File: config.mk
export PLATFORM = sky130hd
export DESIGN_NAME = pwb_page_commit
export DESIGN_NICKNAME = d
export VERILOG_FILES = /design/src/rtl/pwb_pkg.sv /design/src/rtl/pwb_collect.sv /design/src/rtl/pwb_seq.sv /design/src/rtl/pwb_page_commit.sv
export SDC_FILE = /design/constraint.sdc
export NUM_CORES = 1
export LEC_CHECK = 0
export ABC_AREA = 1
export CAP_MARGIN = 10
export CORE_UTILIZATION = 64
export CTS_CLUSTER_DIAMETER = 200
export DETAILED_ROUTE_END_ITERATION = 10
export PLACE_DENSITY = 0.85
export SKIP_LAST_GASP = 1
export SYNTH_ARGS = -nofsm -noshare
export SYNTH_HDL_FRONTEND = slang
export SYNTH_SLANG_ARGS = --single-unit
File: constraint.sdc
create_clock -name clk -period 3.63 [get_ports clk]
set_input_delay 0.363 -clock clk [delete_from_list [all_inputs] [get_ports clk]]
set_output_delay 0.363 -clock clk [all_outputs]
set_load 0.02 [all_outputs]
File: src/rtl/pwb_pkg.sv
`timescale 1ns/1ps
package pwb_pkg;
  typedef enum logic [1:0] {
    DEN_256 = 2'd0,
    DEN_512 = 2'd1,
    DEN_1K  = 2'd2,
    DEN_2K  = 2'd3
  } den_e;

  // number of meaningful word-address bits for a density code
  function automatic int span_bits(den_e d);
    return 8 + int'(d);
  endfunction
endpackage

File: src/rtl/pwb_collect.sv
`timescale 1ns/1ps
module pwb_collect #(
  parameter int AW       = 11,
  parameter int DW       = 8,
  parameter int PAGE_MAX = 16
) (
  input  logic                        clk,
  input  logic                        rst_n,
  input  logic                        take_i,
  input  logic [AW-1:0]               addr_i,
  input  logic [DW-1:0]               data_i,
  input  logic                        clr_i,
  input  logic [AW-1:0]               addr_mask_i,
  input  logic [$clog2(PAGE_MAX)-1:0] idx_mask_i,
  input  logic [$clog2(PAGE_MAX)-1:0] rd_slot_i,
  output logic [DW-1:0]               rd_data_o,
  output logic                        rd_hit_o,
  output logic [AW-1:0]               base_o,
  output logic                        filled_o
);
  localparam int IW = $clog2(PAGE_MAX);

  logic [PAGE_MAX-1:0] hit_q;
  logic [DW-1:0]       slot_q [PAGE_MAX];
  logic [IW-1:0]       idx_q;
  logic [IW-1:0]       wr_slot;
  logic [AW-1:0]       base_q;
  logic                filled_q;

  assign wr_slot = filled_q ? idx_q : (addr_i[IW-1:0] & idx_mask_i);

  always_ff @(posedge clk) begin
    if (!rst_n) begin
      filled_q <= 1'b0;
      idx_q    <= '0;
      base_q   <= '0;
    end else if (clr_i) begin
      filled_q <= 1'b0;
    end else if (take_i) begin
      filled_q <= 1'b1;
      idx_q    <= (wr_slot + IW'(1)) & idx_mask_i;
      if (!filled_q)
        base_q <= addr_i & addr_mask_i & ~AW'(idx_mask_i);
    end
  end

  for (genvar g = 0; g < PAGE_MAX; g++) begin : g_slot
    always_ff @(posedge clk) begin
      if (!rst_n)
        hit_q[g] <= 1'b0;
      else if (clr_i)
        hit_q[g] <= 1'b0;
      else if (take_i && wr_slot == IW'(g))
        hit_q[g] <= 1'b1;
    end

    always_ff @(posedge clk) begin
      if (take_i && wr_slot == IW'(g))
        slot_q[g] <= data_i;
    end
  end

  assign rd_data_o = slot_q[rd_slot_i];
  assign rd_hit_o  = hit_q[rd_slot_i];
  assign base_o    = base_q;
  assign filled_o  = filled_q;


  hold_mask_chk: assert property (@(posedge clk) disable iff (!rst_n)
    (!take_i && !clr_i) |=> $stable(hit_q));


  idx_wrap_chk: assert property (@(posedge clk) disable iff (!rst_n)
    (take_i && !clr_i) |=> ((idx_q & ~$past(idx_mask_i)) == '0));
endmodule

File: src/rtl/pwb_seq.sv
`timescale 1ns/1ps
module pwb_seq #(
  parameter int WR_CYCLES = 250000,
  parameter int PAGE_MAX  = 16
) (
  input  logic                        clk,
  input  logic                        rst_n,
  input  logic                        go_i,
  input  logic [$clog2(PAGE_MAX):0]   page_len_i,
  output logic                        busy_o,
  output logic                        win_o,
  output logic                        done_o,
  output logic [$clog2(PAGE_MAX)-1:0] slot_o
);
  localparam int IW = $clog2(PAGE_MAX);
  localparam int CW = $clog2(WR_CYCLES + 1);

  logic          busy_q;
  logic [CW-1:0] cnt_q;

  always_ff @(posedge clk) begin
    if (!rst_n) begin
      busy_q <= 1'b0;
      cnt_q  <= '0;
    end else if (busy_q) begin
      if (cnt_q == CW'(WR_CYCLES - 1)) begin
        busy_q <= 1'b0;
        cnt_q  <= '0;
      end else begin
        cnt_q <= cnt_q + CW'(1);
      end
    end else if (go_i) begin
      busy_q <= 1'b1;
      cnt_q  <= '0;
    end
  end

  assign busy_o = busy_q;
  assign done_o = busy_q && (cnt_q == CW'(WR_CYCLES - 1));
  assign win_o  = busy_q && (cnt_q < CW'(page_len_i));
  assign slot_o = cnt_q[IW-1:0];


  busy_rise_chk: assert property (@(posedge clk) disable iff (!rst_n)
    $rose(busy_q) |-> $past(go_i));


  busy_hold_chk: assert property (@(posedge clk) disable iff (!rst_n)
    (busy_q && !done_o) |=> busy_q);
endmodule

File: src/rtl/pwb_page_commit.sv
`timescale 1ns/1ps
module pwb_page_commit #(
  parameter int AW        = 11,
  parameter int DW        = 8,
  parameter int PAGE_MIN  = 8,
  parameter int PAGE_MAX  = 16,
  parameter int WR_CYCLES = 250000
) (
  input  logic          clk,
  input  logic          rst_n,
  input  logic          byte_valid,
  output logic          byte_ready,
  input  logic [AW-1:0] byte_addr,
  input  logic [DW-1:0] byte_data,
  input  logic          stop_seen,
  input  logic          wr_protect,
  input  logic [1:0]    density,
  output logic          busy,
  output logic          mem_we,
  output logic [AW-1:0] mem_addr,
  output logic [DW-1:0] mem_data
);
  import pwb_pkg::*;

  localparam int IW = $clog2(PAGE_MAX);

  den_e          den;
  logic [AW-1:0] addr_mask;
  logic [IW-1:0] idx_mask;
  logic [IW:0]   page_len;
  logic          take, go, discard, clr, filled, win, done, hit;
  logic [IW-1:0] slot;
  logic [AW-1:0] base;
  logic [DW-1:0] rd_data;

  assign den       = den_e'(density);
  assign addr_mask = ~({AW{1'b1}} << span_bits(den));
  assign idx_mask  = (den == DEN_256) ? IW'(PAGE_MIN - 1) : IW'(PAGE_MAX - 1);
  assign page_len  = {1'b0, idx_mask} + (IW+1)'(1);

  assign byte_ready = !busy;
  assign take       = byte_valid && byte_ready;
  assign go         = stop_seen && !busy && !wr_protect && (filled || take);
  assign discard    = stop_seen && !busy && !go;
  assign clr        = discard || done;

  pwb_collect #(.AW(AW), .DW(DW), .PAGE_MAX(PAGE_MAX)) u_collect (
    .clk(clk), .rst_n(rst_n), .take_i(take), .addr_i(byte_addr),
    .data_i(byte_data), .clr_i(clr), .addr_mask_i(addr_mask),
    .idx_mask_i(idx_mask), .rd_slot_i(slot), .rd_data_o(rd_data),
    .rd_hit_o(hit), .base_o(base), .filled_o(filled)
  );

  pwb_seq #(.WR_CYCLES(WR_CYCLES), .PAGE_MAX(PAGE_MAX)) u_seq (
    .clk(clk), .rst_n(rst_n), .go_i(go), .page_len_i(page_len),
    .busy_o(busy), .win_o(win), .done_o(done), .slot_o(slot)
  );

  assign mem_we   = win && hit;
  assign mem_addr = base | AW'(slot);
  assign mem_data = rd_data;


  wp_block_chk: assert property (@(posedge clk) disable iff (!rst_n)
    (stop_seen && wr_protect && !busy) |=> !busy);


  empty_stop_chk: assert property (@(posedge clk) disable iff (!rst_n)
    (stop_seen && !busy && !filled && !byte_valid) |=> !busy);


  addr_span_chk: assert property (@(posedge clk) disable iff (!rst_n)
    mem_we |-> ((mem_addr & ~addr_mask) == '0));


  we_in_busy_chk: assert property (@(posedge clk) disable iff (!rst_n)
    mem_we |-> busy);
endmodule

==> reports/metrics.yaml, run 1 <==
outcome: "complete, no violations"
maxCapViolations: 0
grt_pass1_vias: 6012
holdPathStages: 2
grt_max_degree: 62
ant_nets: 0
rows: 40
fin_skew_ns: 0.00684
p_switching_uw: 1030
grt_overflow: 0
final_cell_mix: "edfxtp_1 (128), nor2_1 (116), nand2_1 (110), o21ai_0 (84), inv_1 (57)"
nets: 853
n_antenna_cell: 0
cts_hold_buffers: 0
start_util_pct: 65.6
period_minus_slack_ns: 3.15
die-area_mm2: 0.0127
start_kind: "flop"
portBuffers: 47
crit_path_max_fanout: 57
yosysSeqAreaShare_pct: 62.2
path_clk_slew_ns: 0.07
dr.pass1.iters: 7
viasPerCell: 6.10
required_ns: 3.27
synth_seq_cells: 180
insertion_delay_ns: 0.44
die_w_um: 113
clock-sinks: 180
cts-root-buf: "clkbuf_16"
hpwl_um: 11500
io_pins: 48
slowest_delay_ns: 0.62
holdWs_ns: 0.465
avgSynthCellArea_um2: 9.99
reg2reg_depth: 4
hold_path_startpoint: "u_collect.hit_q[8]"
syn-num-nets: 819
gp_congestion: 0.923
yosys_warnings: 0
rrSetupSlack_ns: 1.33
tightest_slew_ns: 0.990
fin_setup_tns_ns: 0
hold_class: "reg -> reg"
slowest_stage: "clkdlybuf4s50_1"
antenna_found_initial: 0
hold_end: "u_collect.hit_q[8]"
numCtsBuffers: 17
wire_per_inst_um: 18.5
p_sw_share_pct: 22.7
vias: 5976
p_int_uw: 3510
reg2reg_to: "u_collect.slot_q[6][4]"
h-tree-depth: 4
yosysUniqueCellTypes: 35
leakagePower_uw: 0.00314
postCtsSetupBuffers: 0
crit_path_end_kind: "primary output"
fmax_mhz: 317
final_core_util_pct: 75.1
coreArea_mm2: 0.0120
post_cts_resized: 0
grt_pass1_wl_um: 28900
crit_type: "reg -> out"
routed_wl_um: 18200
area_growth_pct: 14.3
drive_gt1_share_pct: 9.60
ctsLongestPathBuffers: 2
rsz0062_at_grt: "no"
crit_family: "buffers and inverters"
cts_tree: "done"
fin_crit_sh_pct: 86.8
die_h_um: 113
p_comb_share_pct: 7.1
final_common_cell: "edfxtp_1"
r2r-start: "u_collect.filled_o"
drt_iter0_drc: 619
pwr-share-seq_pct: 50.0
relSlewSlack_pct: 33.8
cp_num_cells: 9
grt_use_total_pct: 30.2
cp_data_arrival_time_ns: 2.79
synth_area_mm2: 0.00785
drc_errors: 0
hold_viol_final: 0
vdd_drop_max_v: 0.000300
critPathBufInv: 3
setup_violations: 0
power.density_mw_per_mm2: 505
crit_chain: "inv_1 -> buf_4 -> nor2_1 -> nor2_1 -> o21ai_0 -> o211ai_1 -> o211ai_1 -> nand2_1 -> clkdlybuf4s50_1"
syn-instance-count: 786
slew_violations: 0
fin_total_pwr_uw: 4540
clkPwrFrac_pct: 42.9
layer usage:
| metal | track usage [%] | up-vias | wire length (µm) |
|---|---|---|---|
| met5 | 0 | - | 0 |
| met4 | 18.0 | 0 | 681 |
| met3 | 7.34 | 61 | 1360 |
| met2 | 51.9 | 328 | 9140 |
| met1 | 34.3 | 2814 | 6970 |
| li1 | - | 2773 | - |
power by group through the flow:
stage	clock network, µW	registers (µW)	logic, µW
finish	1950	2270	324
global placement	0	2310	306
global route	2040	2270	353
floorplan	0	2300	204
detailed placement	0	2310	318
CTS	1960	2270	322
cells in the mapped netlist, drive strengths merged:
library cell,instances,area (µm²)
nor2,132,541
edfxtp,128,3840
nand2,112,425
o21ai,87,450
inv,63,241
a21oi,55,287
dfxtp,52,1040
nand3,46,253
buf,28,194
o211ai,24,180
clkbuf,18,67.6
nand4,12,75.1
o221ai,9,78.8
ha,7,87.6
nand3b,3,22.5
or2,3,18.8
nor3,2,10.0
xnor2,2,17.5
and3,1,6.26
clkinv,1,3.75
xor2,1,8.76
worst reg2reg max path, delay by kind of cell (launching register included):
| kind | cells | cell delay [ns] |
|---|---|---|
| DFF | 1 | 0.40 |
| and+or+nand+nor | 2 | 0.87 |
| adders and majority gates | 1 | 0.22 |
| AOI/OAI and AO/OA | 1 | 0.43 |
worst max-delay path by stage:
stage                  end  slack (ns)       start
2_1_floorplan       mem_we        1.71  density[1]
3_3_place_gp        mem_we        0.68  density[1]
3_5_place_dp        mem_we        0.68  density[1]
4_1_cts        mem_data[1]        0.50        flop
5_1_grt        mem_data[1]        0.35        flop
6_report       mem_data[1]        0.48        flop
state kept, by name (all words and copies together), names as in the netlist, named ones only:
signal              cells
u_seq.busy_o            1
u_seq.cnt_q            18
u_collect.slot_q      128
u_collect.base_o        8
u_collect.hit_q        16
u_collect.filled_o      1
u_collect.idx_q         4
final cells by class:
class                      instances  area [µm²]
clock buffer                      17         425
clock inverter                    15         200
fill                             801        2980
inverter                          64         245
multi-input combinational        496        2460
sequential                       180        4890
tap                              147         184
timing repair buffer              61         576
cells by family after synthesis:
group	after synthesis	share of synthesized area [%]
AO/OA/AOI/OAI	175	12.7
adder cells (fa/ha/maj)	7	1.12
flip-flops	180	62.2
AND/OR/NAND/NOR	311	17.2
XOR/XNOR	3	0.335
buffers and inverters	110	6.45
per-stage QoR:
stage / area [µm²] / instances / setup WS, ns
6_report: 8980 / 980 / 0.478
4_1_cts: 8980 / 980 / 0.496
3_3_place_gp: 8350 / 948 / 0.676
5_1_grt: 8980 / 980 / 0.346
2_1_floorplan: 7850 / 786 / 1.71
3_5_place_dp: 8350 / 948 / 0.675
(Power assumes the default switching activity.)
==> inputs of run 2 (changes only) <==
CORE_UTILIZATION = 65   (was 64)
CTS_BUF_LIST = sky130_fd_sc_hd__clkbuf_4 sky130_fd_sc_hd__clkbuf_8   (was unset)
PLACE_DENSITY = 0.86   (was 0.85)
==> run 2 against run 1 <==
- the flow now finishes with violations (design-rule violations)
- critical path depth up 1
- cell count fell by 0.31%
- clock power down 34%
- sequential share of layout area rose by 1.5 points
- die area fell by 1.5%
- utilization rose by 0.11 points
- non-clock buffer count increased by 1
- register-to-register slack improved by 0.04 ns
- critical path type is now in -> out
==> reports/metrics.yaml, run 2 (synthesis gave the netlist of run 1 again) <==
outcome: "finished with violations"
violations: "design-rule violations"
ant_nets: 0  # unchanged
die_h_um: 112  # -0.76%
required_ns: 3.27  # about the same
routed_wl_um: 17800  # -2.1%
grt_pass1_wl_um: 28100  # -2.5%
leakagePower_uw: 0.00304  # -3.4%
rows: 39  # -2.5%
start_kind: "input pin"
holdPathStages: 2  # unchanged
fmax_mhz: 324  # +2.0%
area_growth_pct: 11.2
setup_violations: 0  # unchanged
grt_max_degree: 72  # +16%
rrSetupSlack_ns: 1.37  # +0.04 ns
p_switching_uw: 892  # -13%
crit_type: "in -> out"
placed_area_mm2: 0.00835  # about the same
grt_use_total_pct: 29.8  # -0.40 points
crit_path_max_fanout: 4  # -93%
die-area_mm2: 0.0125  # -1.5%
cts_hold_buffers: 0  # unchanged
hold_class: "reg -> reg"
top_regs: "u_collect.slot_q: 128 flops, u_seq.cnt_q: 18 flops, u_collect.hit_q: 16 flops"
antenna_found_initial: 0  # unchanged
p_int_uw: 2980  # -15%
fin_crit_sh_pct: 85.1  # -1.7 points
fillCellCount: 779  # -2.7%
hold_path_startpoint: "u_collect.hit_q[8]"
cts-root-buf: "clkbuf_8"
coreArea_mm2: 0.0116  # -2.9%
die_w_um: 112  # -0.76%
reg2reg_depth: 6  # +2
io_pins: 48  # unchanged
dr.pass1.iters: 8  # +1
viasPerCell: 5.99  # -1.8%
clock-sinks: 180  # unchanged
power.density_mw_per_mm2: 444  # -12%
vdd_drop_max_v: 0.000251  # -16%
grt_overflow: 0  # unchanged
grt_pass1_vias: 5833  # -3.0%
pwr-share-seq_pct: 58.4  # +8.4 points
design_area_mm2: 0.00873  # -2.8%
post_cts_resized: 0  # unchanged
period_minus_slack_ns: 3.09  # -0.0620 ns
vias: 5849  # -2.1%
maxCapViolations: 0  # unchanged
largest_register_ffs: 128  # unchanged
final_core_util_pct: 75.2  # +0.11 points
ctsLongestPathBuffers: 2  # unchanged
drc_errors: 3  # +3
cp_data_arrival_time_ns: 2.73  # -0.06 ns
hpwl_um: 11600  # +1.1%
final_common_cell: "edfxtp_1"
final_cell_mix: "edfxtp_1 (128), nor2_1 (116), nand2_1 (110), o21ai_0 (84), inv_1 (57)"
slew_violations: 0  # unchanged
n_antenna_cell: 0  # unchanged
h-tree-depth: 4  # unchanged
numCtsBuffers: 17  # unchanged
hold_end: "u_collect.hit_q[8]"
tightest_slew_ns: 0.629  # -0.360 ns
r2r-start: "u_seq.cnt_q[0]"
registers.top_by_ff_count: "u_collect.slot_q"
p_sw_share_pct: 23.0  # +0.35 points
reg2reg_to: "u_collect.hit_q[10]"
drt_iter0_drc: 639  # +3.2%
wire_per_inst_um: 18.2  # -1.8%
crit_path_end_kind: "primary output"
gp_congestion: 0.854  # -7.5%
cts_tree: "done"
drive_gt1_share_pct: 9.71  # +0.11 points
portBuffers: 47  # unchanged
insertion_delay_ns: 0.46  # +0.02 ns
start_util_pct: 67.6  # +2.0 points
nets: 854  # +0.12%
rsz0062_at_grt: "no"
clkPwrFrac_pct: 33.2  # -9.7 points
hold_viol_final: 0  # unchanged
p_comb_share_pct: 8.4  # +1.3 points
path_clk_slew_ns: 0.08  # about the same
postCtsSetupBuffers: 0  # unchanged
relSlewSlack_pct: 57.9  # +24 points
fin_skew_ns: 0.0138  # +0.00693 ns
fin_setup_tns_ns: 0  # unchanged
## run 2: cell types whose count changed in the layout (fill, tap and decap cells not counted), sizes merged
cell / delta
clkbuf: +4
inv: -4
bufinv: -2
buf: +1
clkinv: +1
clkinvlp: +1
## run 2: worst max-delay path by stage
| stage | slack (ns) | start | end |
|---|---|---|---|
| after floorplan | 1.71 | density[1] | mem_we |
| after global placement | 0.60 | density[1] | mem_we |
| after detailed placement | 0.56 | density[1] | mem_we |
| after CTS | 0.55 | density[1] | mem_we |
| after global routing | 0.42 | density[1] | mem_we |
| final | 0.54 | density[1] | mem_we |
## run 2: area by class of cell
type,instances,area (µm²),area share (%)
well taps,143,179,2.05
repair buffers,62,583,6.68
inverters,64,245,2.81
clock inverters,11,111,1.28
flip-flops and latches,180,4890,56.0
multi-input cells,496,2460,28.2
clock buffers,21,264,3.02
## run 2: worst max-delay path: stages
cell and delay [ns]:
clkdlybuf4s50_1 0.44, nor2_2 0.21, inv_1 0.11, ha_1 0.28, o21ai_0 0.15, nand4_1 0.11
nor3_1 0.17, nand2_1 0.08, nor2_1 0.18, clkdlybuf4s50_1 0.63
## run 2: power by group through the flow
| stage | logic [µW] | registers, µW | clock network [µW] |
|---|---|---|---|
| after global routing | 356 | 2270 | 1380 |
| after floorplan | 204 | 2300 | 0 |
| after detailed placement | 322 | 2310 | 0 |
| after CTS | 323 | 2260 | 1300 |
| after global placement | 309 | 2310 | 0 |
| final | 325 | 2260 | 1290 |
## run 2: per-stage QoR
stage	setup slack [ns]	instances	power, µW	hold slack (ns)
detailed placement	0.557	945	2630	0.444
global placement	0.605	945	2610	0.437
CTS	0.552	977	3890	0.456
finish	0.540	977	3870	0.455
floorplan	1.71	786	2500	0.426
global route	0.424	977	4000	0.470
## run 2: routing by layer
| layer | vias to the layer above | GRT usage [%] | share of wire (%) | routed length (µm) |
|---|---|---|---|---|
| met5 | - | 0 | 0 | 0 |
| met4 | 0 | 15.9 | 2.6 | 471 |
| met3 | 46 | 6.53 | 6.3 | 1110 |
| met2 | 256 | 50.7 | 52 | 9160 |
| met1 | 2778 | 35.4 | 40 | 7030 |
| li1 | 2769 | - | - | - |
